## config.mk

```make
export PLATFORM = sky130hd
export DESIGN_NAME = chain_steer
export DESIGN_NICKNAME = d
export VERILOG_FILES = /design/src/rtl/steer_pkg.sv /design/src/rtl/steer_lowest.sv /design/src/rtl/steer_argmax.sv /design/src/rtl/steer_chain_pool.sv /design/src/rtl/chain_steer.sv
export SDC_FILE = /design/constraint.sdc
export NUM_CORES = 1
export LEC_CHECK = 0
export CORE_MARGIN = 3
export CORE_UTILIZATION = 30
export DETAILED_ROUTE_END_ITERATION = 7
export SKIP_LAST_GASP = 1
export SYNTH_ARGS = -nofsm -noshare
export SYNTH_HDL_FRONTEND = slang
export SYNTH_HIERARCHICAL = 1
export SYNTH_SLANG_ARGS = --single-unit
export TNS_END_PERCENT = 50
```

## constraint.sdc

```tcl
create_clock -name clk -period 9.3 [get_ports clk]
set_clock_uncertainty 0.2 [all_clocks]
set_input_delay 1.395 -clock clk [delete_from_list [all_inputs] [get_ports clk]]
set_output_delay 1.395 -clock clk [all_outputs]
set_load 0.02 [all_outputs]
```

## src/rtl/steer_pkg.sv

```systemverilog
package steer_pkg;
  typedef enum logic [1:0] {
    POL_ONE   = 2'd0,
    POL_SPLIT = 2'd1,
    POL_HOLD  = 2'd2,
    POL_SHARE = 2'd3
  } steer_pol_e;
endpackage

```

## src/rtl/steer_lowest.sv

```systemverilog
module steer_lowest #(
  parameter int W  = 32,
  localparam int IW = (W > 1) ? $clog2(W) : 1
) (
  input  logic [W-1:0]  mask,
  output logic          hit,
  output logic [IW-1:0] idx
);
  always_comb begin
    hit = 1'b0;
    idx = '0;
    for (int i = W - 1; i >= 0; i--) begin
      if (mask[i]) begin
        hit = 1'b1;
        idx = IW'(i);
      end
    end
  end
endmodule

```

## src/rtl/steer_argmax.sv

```systemverilog
module steer_argmax #(
  parameter int N  = 4,
  parameter int SW = 4,
  localparam int CW = (N > 1) ? $clog2(N) : 1
) (
  input  logic [N*SW-1:0] slots,
  output logic [CW-1:0]   best
);
  always_comb begin
    logic [SW-1:0] top;
    best = '0;
    top  = slots[SW-1:0];
    for (int c = 1; c < N; c++) begin
      if (slots[c*SW +: SW] > top) begin
        top  = slots[c*SW +: SW];
        best = CW'(c);
      end
    end
  end
endmodule

```

## src/rtl/steer_chain_pool.sv

```systemverilog
module steer_chain_pool #(
  parameter int NCHAIN = 32,
  localparam int IW = $clog2(NCHAIN)
) (
  input  logic              clk,
  input  logic              rst_n,
  input  logic              alloc_en,
  input  logic [IW-1:0]     alloc_id,
  input  logic              rel_en,
  input  logic [IW-1:0]     rel_id,
  output logic [NCHAIN-1:0] free_q
);
  logic [NCHAIN-1:0] take, give;

  always_comb begin
    take = '0;
    give = '0;
    if (alloc_en) take[alloc_id] = 1'b1;
    if (rel_en)   give[rel_id]   = 1'b1;
  end

  always_ff @(posedge clk) begin
    if (!rst_n) free_q <= '1;
    else        free_q <= (free_q & ~take) | give;
  end

  // a taken chain reads busy on the following cycle
  a_r11_alloc_clears: assert property (@(posedge clk) disable iff (!rst_n)
    alloc_en && !(rel_en && rel_id == alloc_id) |=> !free_q[$past(alloc_id)]);

  // a released chain reads free on the following cycle
  a_r11_release_sets: assert property (@(posedge clk) disable iff (!rst_n)
    rel_en |=> free_q[$past(rel_id)]);
endmodule

```

## src/rtl/chain_steer.sv

```systemverilog
module chain_steer
  import steer_pkg::*;
#(
  parameter int NCLUS  = 4,
  parameter int NCHAIN = 32,
  parameter int SW     = 4,
  localparam int CW = $clog2(NCLUS),
  localparam int IW = $clog2(NCHAIN)
) (
  input  logic                    clk,
  input  logic                    rst_n,
  input  logic                    req_valid,
  output logic                    req_ready,
  input  logic                    req_head,
  input  logic [CW-1:0]           req_cl,
  input  logic [1:0]              op_chained,
  input  logic [2*IW-1:0]         op_chain,
  input  logic [2*CW-1:0]         op_src,
  input  logic                    last_op,
  input  logic [1:0]              pending_cnt,
  input  logic [1:0]              chained_cnt,
  input  logic [1:0]              policy,
  input  logic                    wires_en,
  input  logic [NCLUS*SW-1:0]     slots,
  input  logic [NCLUS-1:0]        cap_hit,
  input  logic [NCLUS*NCHAIN-1:0] chain_map,
  input  logic                    rel_valid,
  input  logic [IW-1:0]           rel_chain,
  output logic [CW-1:0]           sel_cl,
  output logic [IW-1:0]           sel_chain,
  output logic                    head_out,
  output logic [1:0]              chained_out,
  output logic                    stall
);
  steer_pol_e pol;
  assign pol = steer_pol_e'(policy);

  logic [NCHAIN-1:0] free_q;
  logic [SW-1:0]     slot_a  [NCLUS];
  logic [NCHAIN-1:0] pmask   [NCLUS];
  logic              pool_hit[NCLUS];
  logic [IW-1:0]     pool_id [NCLUS];
  logic [NCLUS-1:0]  elig, avail;
  logic              glob_hit;
  logic [IW-1:0]     glob_id;
  logic [CW-1:0]     lf_cl, prod_cl, src0, src1;
  logic              split_mode, fb;
  logic [IW-1:0]     pick_id;

  // Per-cluster status and split chain pools (chain j lives in cluster j mod NCLUS)
  for (genvar c = 0; c < NCLUS; c++) begin : g_clus
    assign slot_a[c] = slots[c*SW +: SW];
    assign elig[c]   = (slot_a[c] != '0) && !cap_hit[c];
    for (genvar j = 0; j < NCHAIN; j++) begin : g_pm
      assign pmask[c][j] = ((j % NCLUS) == c) ? free_q[j] : 1'b0;
    end
    steer_lowest #(.W(NCHAIN)) u_pool_pick (
      .mask(pmask[c]), .hit(pool_hit[c]), .idx(pool_id[c]));
    assign avail[c] = split_mode ? pool_hit[c] : glob_hit;
  end

  steer_lowest #(.W(NCHAIN)) u_glob_pick (
    .mask(free_q), .hit(glob_hit), .idx(glob_id));

  steer_argmax #(.N(NCLUS), .SW(SW)) u_least_full (
    .slots(slots), .best(lf_cl));

  assign split_mode = wires_en && (pol == POL_SPLIT || pol == POL_HOLD);
  assign src0 = op_src[CW-1:0];
  assign src1 = op_src[2*CW-1:CW];

  // Producing-cluster affinity
  always_comb begin
    if (chained_cnt == 2'd2) begin
      if (src0 == src1)                prod_cl = src0;
      else if (elig[src0] && elig[src1])
        prod_cl = (slot_a[src1] > slot_a[src0]) ? src1 : src0;
      else if (elig[src0])             prod_cl = src0;
      else                             prod_cl = src1;
    end else if (chained_cnt == 2'd1 || pending_cnt != 2'd0) begin
      prod_cl = last_op ? src1 : src0;
    end else begin
      prod_cl = lf_cl;
    end
  end

  // Policy decision
  always_comb begin
    logic ok_prod, ok_lf;
    ok_prod = elig[prod_cl] && (!req_head || avail[prod_cl]);
    ok_lf   = elig[lf_cl] && avail[lf_cl];
    sel_cl  = req_cl;
    fb      = 1'b0;
    stall   = 1'b0;
    if (!wires_en) begin
      stall = req_head && !glob_hit;
    end else begin
      unique case (pol)
        POL_ONE: begin
          if (!(elig[req_cl] && (!req_head || avail[req_cl]))) stall = 1'b1;
        end
        POL_HOLD: begin
          sel_cl = prod_cl;
          if (!ok_prod) stall = 1'b1;
        end
        default: begin
          sel_cl = prod_cl;
          if (!ok_prod) begin
            if (lf_cl != prod_cl && ok_lf) begin
              sel_cl = lf_cl;
              fb     = 1'b1;
            end else begin
              stall = 1'b1;
            end
          end
        end
      endcase
    end
  end

  assign head_out  = req_head | fb;
  assign pick_id   = split_mode ? pool_id[sel_cl] : glob_id;
  assign sel_chain = head_out ? pick_id : '0;
  assign req_ready = !stall;

  // Fallback unchains operands whose chain the new cluster cannot see
  always_comb begin
    for (int i = 0; i < 2; i++) begin
      logic [IW-1:0] ch;
      ch = op_chain[i*IW +: IW];
      chained_out[i] = op_chained[i] &&
        !(fb && !chain_map[int'(sel_cl)*NCHAIN + int'(ch)]);
    end
  end

  steer_chain_pool #(.NCHAIN(NCHAIN)) u_pool (
    .clk(clk), .rst_n(rst_n),
    .alloc_en(req_valid && !stall && head_out), .alloc_id(sel_chain),
    .rel_en(rel_valid), .rel_id(rel_chain),
    .free_q(free_q));

  // the chosen cluster has room and is under its cap
  a_r9_cluster_has_room: assert property (@(posedge clk) disable iff (!rst_n)
    wires_en && !stall |-> (slot_a[sel_cl] != '0) && !cap_hit[sel_cl]);

  // one-to-one never leaves the requested cluster
  a_r4_stays_home: assert property (@(posedge clk) disable iff (!rst_n)
    wires_en && pol == POL_ONE && !stall |-> sel_cl == req_cl);

  // split pools hand out chains owned by the chosen cluster
  a_r5_pool_owner: assert property (@(posedge clk) disable iff (!rst_n)
    split_mode && head_out && !stall |-> (int'(sel_chain) % NCLUS) == int'(sel_cl));

  // an offered chain is currently free
  a_r11_offer_is_free: assert property (@(posedge clk) disable iff (!rst_n)
    head_out && !stall |-> free_q[sel_chain]);

  // leaving the producing cluster makes a head
  a_r6_fallback_heads: assert property (@(posedge clk) disable iff (!rst_n)
    wires_en && (pol == POL_SPLIT || pol == POL_SHARE) && !stall && sel_cl != prod_cl
    |-> head_out);

  // flags are only ever dropped
  a_r12_flags_drop_only: assert property (@(posedge clk) disable iff (!rst_n)
    (chained_out & ~op_chained) == 2'b00);
endmodule

```

; Word-level counts from Yosys, hierarchy flattened
; Index checks and enable logic that the tools add are counted.
[op_classes]
reduce_logical = 41
n_eq_ne = 6
bitwise = 7
addsub = 2
mux = 195
magnitude_cmp = 18
[op_table]
columns = operator, n
row1 = $mux W5, 67
row2 = $mux W1, 91
row3 = $mux W32, 2
row4 = $and A32 B32 Y32, 1
row5 = $not A32 Y32, 1
row6 = $or A32 B32 Y32, 1
row7 = $mux W2, 12
row8 = $mux W4, 6
row9 = $logic_and A1 B1 Y1, 19
row10 = $add A7 B5 Y8, 2
row11 = $bmux W1 S2, 8
row12 = $bmux W4 S2, 2
row13 = $gt A4 B4 Y1, 4
row14 = $lt A8 B8 Y1 const B, 2
row15 = $reduce_bool A4 Y1, 4
row16 = $lt A2 B3 Y1 const B, 5
row17 = $bmux W1 S7, 2
row18 = $lt A5 B6 Y1 const B, 2
row19 = $logic_not A1 Y1, 11
row20 = $bmux W5 S2, 1
row21 = $demux W1 S5, 2
row22 = $ge A5 B1 Y1 const B, 2
row23 = $ge A3 B3 Y1 const B, 3
row24 = $not A2 Y3, 3
row25 = 11 further kinds, 16
[totals]
in_bits = 184
regBits = 32
elab_cells = 270

; Depth between registers and ports, before layout
[depth]
word_depth = 55
mapped_depth = 32
mapped_depth_nobuf = 31

; Hierarchy
; The synthesis kept the hierarchy.
[modules_own_cells]
columns = module, area_each_um2, cells_per_inst, n_inst
row1 = chain_steer, 3452.1, 291, 1
row2 = steer_lowest, 370.4, 65, 5
row3 = steer_chain_pool, 1237.4, 127, 1
row4 = steer_argmax, 396.6, 47, 1

; Least setup slack after synthesis
; OpenSTA, ideal clock, no wires.
[synth_path]
path_kind = input to output
from = input slots[2]
to = output sel_chain[4]
slack_ns = 0.749
arrival_ns = 6.956
path_stages = 26
required_time_ns = 7.705
path_cell_list = inv_1 > ha_1 > o21ai_0 > a21oi_2 > o21ai_4 > mux2_4 > ha_1 > and4_1 > a21oi_1 > mux2_2 > ha_1 > nor2b_1 > o21a_1 > o21a_1 > o21ai_0 > o21ai_0 > nor4_1 > a211o_1 > a22oi_1 > a21oi_4 > mux2i_1 > o21ai_0 > o211ai_2 > nand2_4 > mux2i_1 > o211ai_1
[synth_between]
elab_chain_len = 21
[synth_lines]
columns = item, line_no
row1 = start: declaration, chain_steer.sv:24  ; input logic [NCLUS*SW-1:0] slots,
row2 = $gt A4 B4 Y1, steer_argmax.sv:14  ; if (slots[c*SW +: SW] > top) begin
row3 = $mux W4, steer_argmax.sv:14
row4 = $gt A4 B4 Y1, steer_argmax.sv:14
row5 = $mux W4, steer_argmax.sv:14
row6 = $gt A4 B4 Y1, steer_argmax.sv:14
row7 = $mux W2 *, steer_argmax.sv:14
row8 = net lf_cl[0], chain_steer.sv:46  ; logic [CW-1:0] lf_cl, prod_cl, src0, src1;
row9 = $mux W2, chain_steer.sv:80  ; end else if (chained_cnt == 2'd1 || pending_cnt != 2'd0) begin
row10 = (+6 left out), n/a
row11 = $pmux W2 S2 *, chain_steer.sv:98  ; unique case (pol)
row12 = $mux W2 *, chain_steer.sv:95  ; if (!wires_en) begin
row13 = net sel_cl[1], chain_steer.sv:29  ; output logic [CW-1:0] sel_cl,
row14 = $not A2 Y3 (implied by the code) *, chain_steer.sv:122  ; assign pick_id = split_mode ? pool_id[sel_cl] : glob_id;
row15 = $bmux W5 S2 *, chain_steer.sv:122
row16 = $mux W5 (implied by the code) * (2 in series), chain_steer.sv:122
row17 = $mux W5 *, chain_steer.sv:122
row18 = $mux W5 *, chain_steer.sv:123  ; assign sel_chain = head_out ? pick_id : '0;
row19 = end: declaration, chain_steer.sv:30  ; output logic [IW-1:0] sel_chain,
; Mark *: on every way through the listed nets, which the timed path passes. The rest lies on a longest branch. The select of a mux whose other input is x is not followed.

; Worst setup path after layout
[layout_path]
from = input slots[2]
to = output sel_chain[4]
[layout_between]
elab_chain_len = 21
[layout_lines]
columns = item, line_no
row1 = $gt A4 B4 Y1, steer_argmax.sv:14
row2 = $mux W4 *, steer_argmax.sv:14
row3 = $gt A4 B4 Y1, steer_argmax.sv:14
row4 = $mux W4, steer_argmax.sv:14
row5 = $gt A4 B4 Y1, steer_argmax.sv:14
row6 = $mux W2 *, steer_argmax.sv:14
row7 = net lf_cl[1], chain_steer.sv:46
row8 = $mux W2, chain_steer.sv:80
row9 = (+5 left out), n/a
row10 = $mux W2, chain_steer.sv:108  ; if (!ok_prod) begin
row11 = $pmux W2 S2, chain_steer.sv:98
row12 = $mux W2, chain_steer.sv:95
row13 = $not A2 Y3 (implied by the code), chain_steer.sv:122
row14 = $bmux W5 S2, chain_steer.sv:122
row15 = $mux W5 (implied by the code) (2 in series), chain_steer.sv:122
row16 = $mux W5, chain_steer.sv:122
row17 = $mux W5 *, chain_steer.sv:123
; Marked as above.

==> metrics.md <==
| Metric | Value |
|---|---|
| Crit-path most repeated cell | `ha_1` |
| Max Buffers Root-to-Sink | `2` |
| # nets final | `about 1.5k` |
| CP Data Required Time | `just under 8000 ps` |
| Measured slew at the worst slew-check pin | `approximately 1100 ps` |
| Worst Setup SP | `slots[2]` |
| Most common cell after layout, fill and taps aside | `conb_1` |
| Layout cells sized above 1 | `between 10% and 20%` |
| Largest register by flop count | `u_pool/free_q` |
| Critical path endpoint | `sel_chain[4]` |
| Setup TNS | `0 ps` |
| Internal cell power | `539 uW` |
| Critical Path AT | `between 7000 and 8000 ps` |
| Area of the core | `around 0.023 mm2` |
| DPL Wire Length | `between 20 and 25 mm` |
| Number of flip-flops in the largest register | `32` |
| Overflow after GRT | `0` |
| Yosys top cell area share | `approximately 29%` |
| Most frequent cells in the layout | `conb_1, clkdlybuf4s50_1, mux4_2` |
| Number of enable flip-flop cells after synthesis | `0` |
| Final hold vios | `0` |
| Sw power | `~270 uW` |
| Count of cell types in the netlist | `72` |
| Flop2flop setup slack | `4090 ps` |
| GP Congestion | `just over 0.9` |
| Vias/cell | `around 4.9` |
| Switching Fraction | `roughly a third` |
| Post-Route WL | `approximately 25 mm` |
| Period minus WS final | `around 9000 ps` |
| Commonest register cell after synthesis | `dfxtp_1` |
| Outcome | `finished, final reports clean` |
| H-tree depth | `2` |
| Area Growth Syn to Fin | `56.7%` |
| Initial Utilization | `30.6%` |
| PD cells | `74.1 mW/mm2` |
| Reg2reg start | `u_pool/free_q[24]$_SDFF_PN1_` |
| CTS Sinks | `32` |
| All-Layer GR Usage | `19.5%` |
| Reg2Reg Depth | `20` |
| Average size of a mapped cell | `between 8 and 9 um2` |
| Die Ht | `around 160 um` |
| Drt wl/cell | `roughly 16 um` |
| Sequential power share | `around 17%` |
| CTS tree | `done` |
| Period utilization | `97.1%` |
| Worst setup EP type | `output pin` |
| Worst path slowest cell | `clkdlybuf4s50_1` |
| Largest net degree at the start of global routing | `33` |
| Max-cap violation count | `0` |
| Pleak | `approximately 0.0043 uW` |
| Fmax | `about 0.11 GHz` |
| First-pass GRT wire length | `39.0 mm` |
| DRC viols | `0` |
| Die area | `between 0.02 and 0.025 mm2` |
| Hold Buf Count CTS | `0` |
| IO buf count | `195` |
| Pre-Repair DR Iteration Count | `6` |
| Vias in the first global route | `between 7k and 8k` |
| Register area share after synthesis | `about 9%` |
| Max-slew violations | `0` |
| Clock Power Share | `between 20% and 30%` |
| First DRT Iteration DRCs | `about 460` |
| Critical setup path kind | `primary input to output pin` |
| Row cnt | `55` |
| VDD IR-drop max | `between 0.00005 and 0.00006 V` |
| Antenna Cells | `0` |
| Num CTS Buffers | `5` |
| Number of I/O pins | `~200` |
| Area of the mapped netlist | `0.00694 mm2` |
| Antenna-violating nets left | `0` |
| Clk root buf | `clkbuf_16` |
| Async SR Flop Fraction | `0%` |
| Initial antenna violation count | `0` |
| Biggest regs | `u_pool/free_q (32)` |
| Area leader, netlist | `mux4_2` |
| Fin cells | `roughly 1.6k` |
| Clk Latency, worst-skew pair | `about 280 ps` |
| Max incr delay on CP | `480 ps` |
| RSZ-0062 raised after global routing | `true` |
| Via count | `approximately 7.9k` |
| Placed cells | `between 1.5k and 2k` |
| CTS clk-pin slew, worst paths | `roughly 50 ps` |
| #FFs+latches synth | `32` |
| Final setup fails | `0` |
| Syn. warnings | `6` |
| Die W | `~160 um` |
| Combinational power share | `just under 60%` |
| R2r endpoint | `u_pool/free_q[12]$_SDFF_PN1_` |
| Synth area leaders | `mux4_2, dfxtp_1, o211ai_1, nor2_1, mux2i_1` |
| Cell count after synthesis | `790` |
| Max transition margin | `between 20 and 30%` |
| Hold WC Path Type | `flop to flop` |
| CP Launch Type | `primary input` |
| Worst-path fanout max | `5` |
timing repair:
action	CTS	global route
resized for setup	10	31
pin swaps	1	8
setup buffers	0	4
endpoints found under the setup margin	7	11
power groups by stage:
stage                     clock (uW)  combinational [uW]  sequential (uW)
final                            200                 466              140
after global routing             205                 509              140
after CTS                        200                 450              140
after detailed placement           0                 449              143
after global placement             0                 445              143
after floorplan                    0                 257              142
worst min-delay path by stage:
stage          cells after the start  slack, ps                            to                    startpoint
5_1_grt                            2        460  u_pool/free_q[17]$_SDFF_PN1_  u_pool/free_q[17]$_SDFF_PN1_
6_report                           2        430   u_pool/free_q[0]$_SDFF_PN1_   u_pool/free_q[0]$_SDFF_PN1_
3_3_place_gp                       2        410  u_pool/free_q[17]$_SDFF_PN1_  u_pool/free_q[17]$_SDFF_PN1_
3_5_place_dp                       2        420  u_pool/free_q[17]$_SDFF_PN1_  u_pool/free_q[17]$_SDFF_PN1_
2_1_floorplan                      2        320   u_pool/free_q[5]$_SDFF_PN1_   u_pool/free_q[5]$_SDFF_PN1_
4_1_cts                            2        430  u_pool/free_q[17]$_SDFF_PN1_  u_pool/free_q[17]$_SDFF_PN1_
final cells by class:
class	count	area, um2
Timing Repair Buffer	240	2260
Tap cell	285	357
Sequential cell	32	641
Fill cell	2262	11800
Inverter	53	199
Multi-Input combinational cell	995	7230
Clock inverter	1	30.0
Clock buffer	7	153
through the flow:
stage                     area [um2]  hold WS, ps  total power (uW)  worst slack [ps]  util (%)
after floorplan                 8140          319               399               749         -
after global placement         10600          407               588              -171      46.8
after detailed placement       10600          416               591              -375      46.8
after CTS                      10800          426               790             -7.63      47.6
after global routing           10900          462               854             -33.1      47.9
final                          10900          434               806               266      47.9
routing by layer:
metal	global-route usage [%]	wire (um)	vias to the layer above	part of all wire (%)
met1	25.0	10400	3622	41
li1	-	-	4003	-
met5	0	0	-	0
met3	2.93	1360	40	5.4
met4	5.04	603	0	2.4
met2	34.6	12700	241	51
worst max-delay path: cells and delay by family:
family          cells  cell delay [ps]
compound gates     13             2060
mux                 4             1050
buf+inv             4              940
simple gates        6             1120
fa+ha+maj           3              850
cells by family (layout without fill, tap and decap cells):
logic type,Yosys count,count (layout),share of synthesized area [%]
mux,124,124,34.5
fa+ha+maj,18,18,3.25
other cells,1,321,0.0541
buf+inv,83,301,4.83
simple gates,285,285,23.8
flops,32,32,9.23
compound gates,247,247,24.3
Yosys cell counts, types with 6 or more instances:
library cell	instances
o21ai_0	48
nor3_1	33
dfxtp_1	32
buf_1	10
nor3b_1	11
a31oi_1	6
nor4b_2	6
nor2_1	74
clkbuf_1	15
mux2i_1	26
and2b_2	6
a21oi_1	42
o311ai_0	10
nand3_1	27
and2_1	6
o21ai_1	20
a2111oi_0	14
ha_1	18
nand2_1	34
o21a_1	10
or3b_1	6
mux4_2	88
nor4_1	27
o211ai_1	39
o31ai_1	10
inv_1	53
nand3b_1	16
Note: power is estimated with default switching activity, not from simulation.
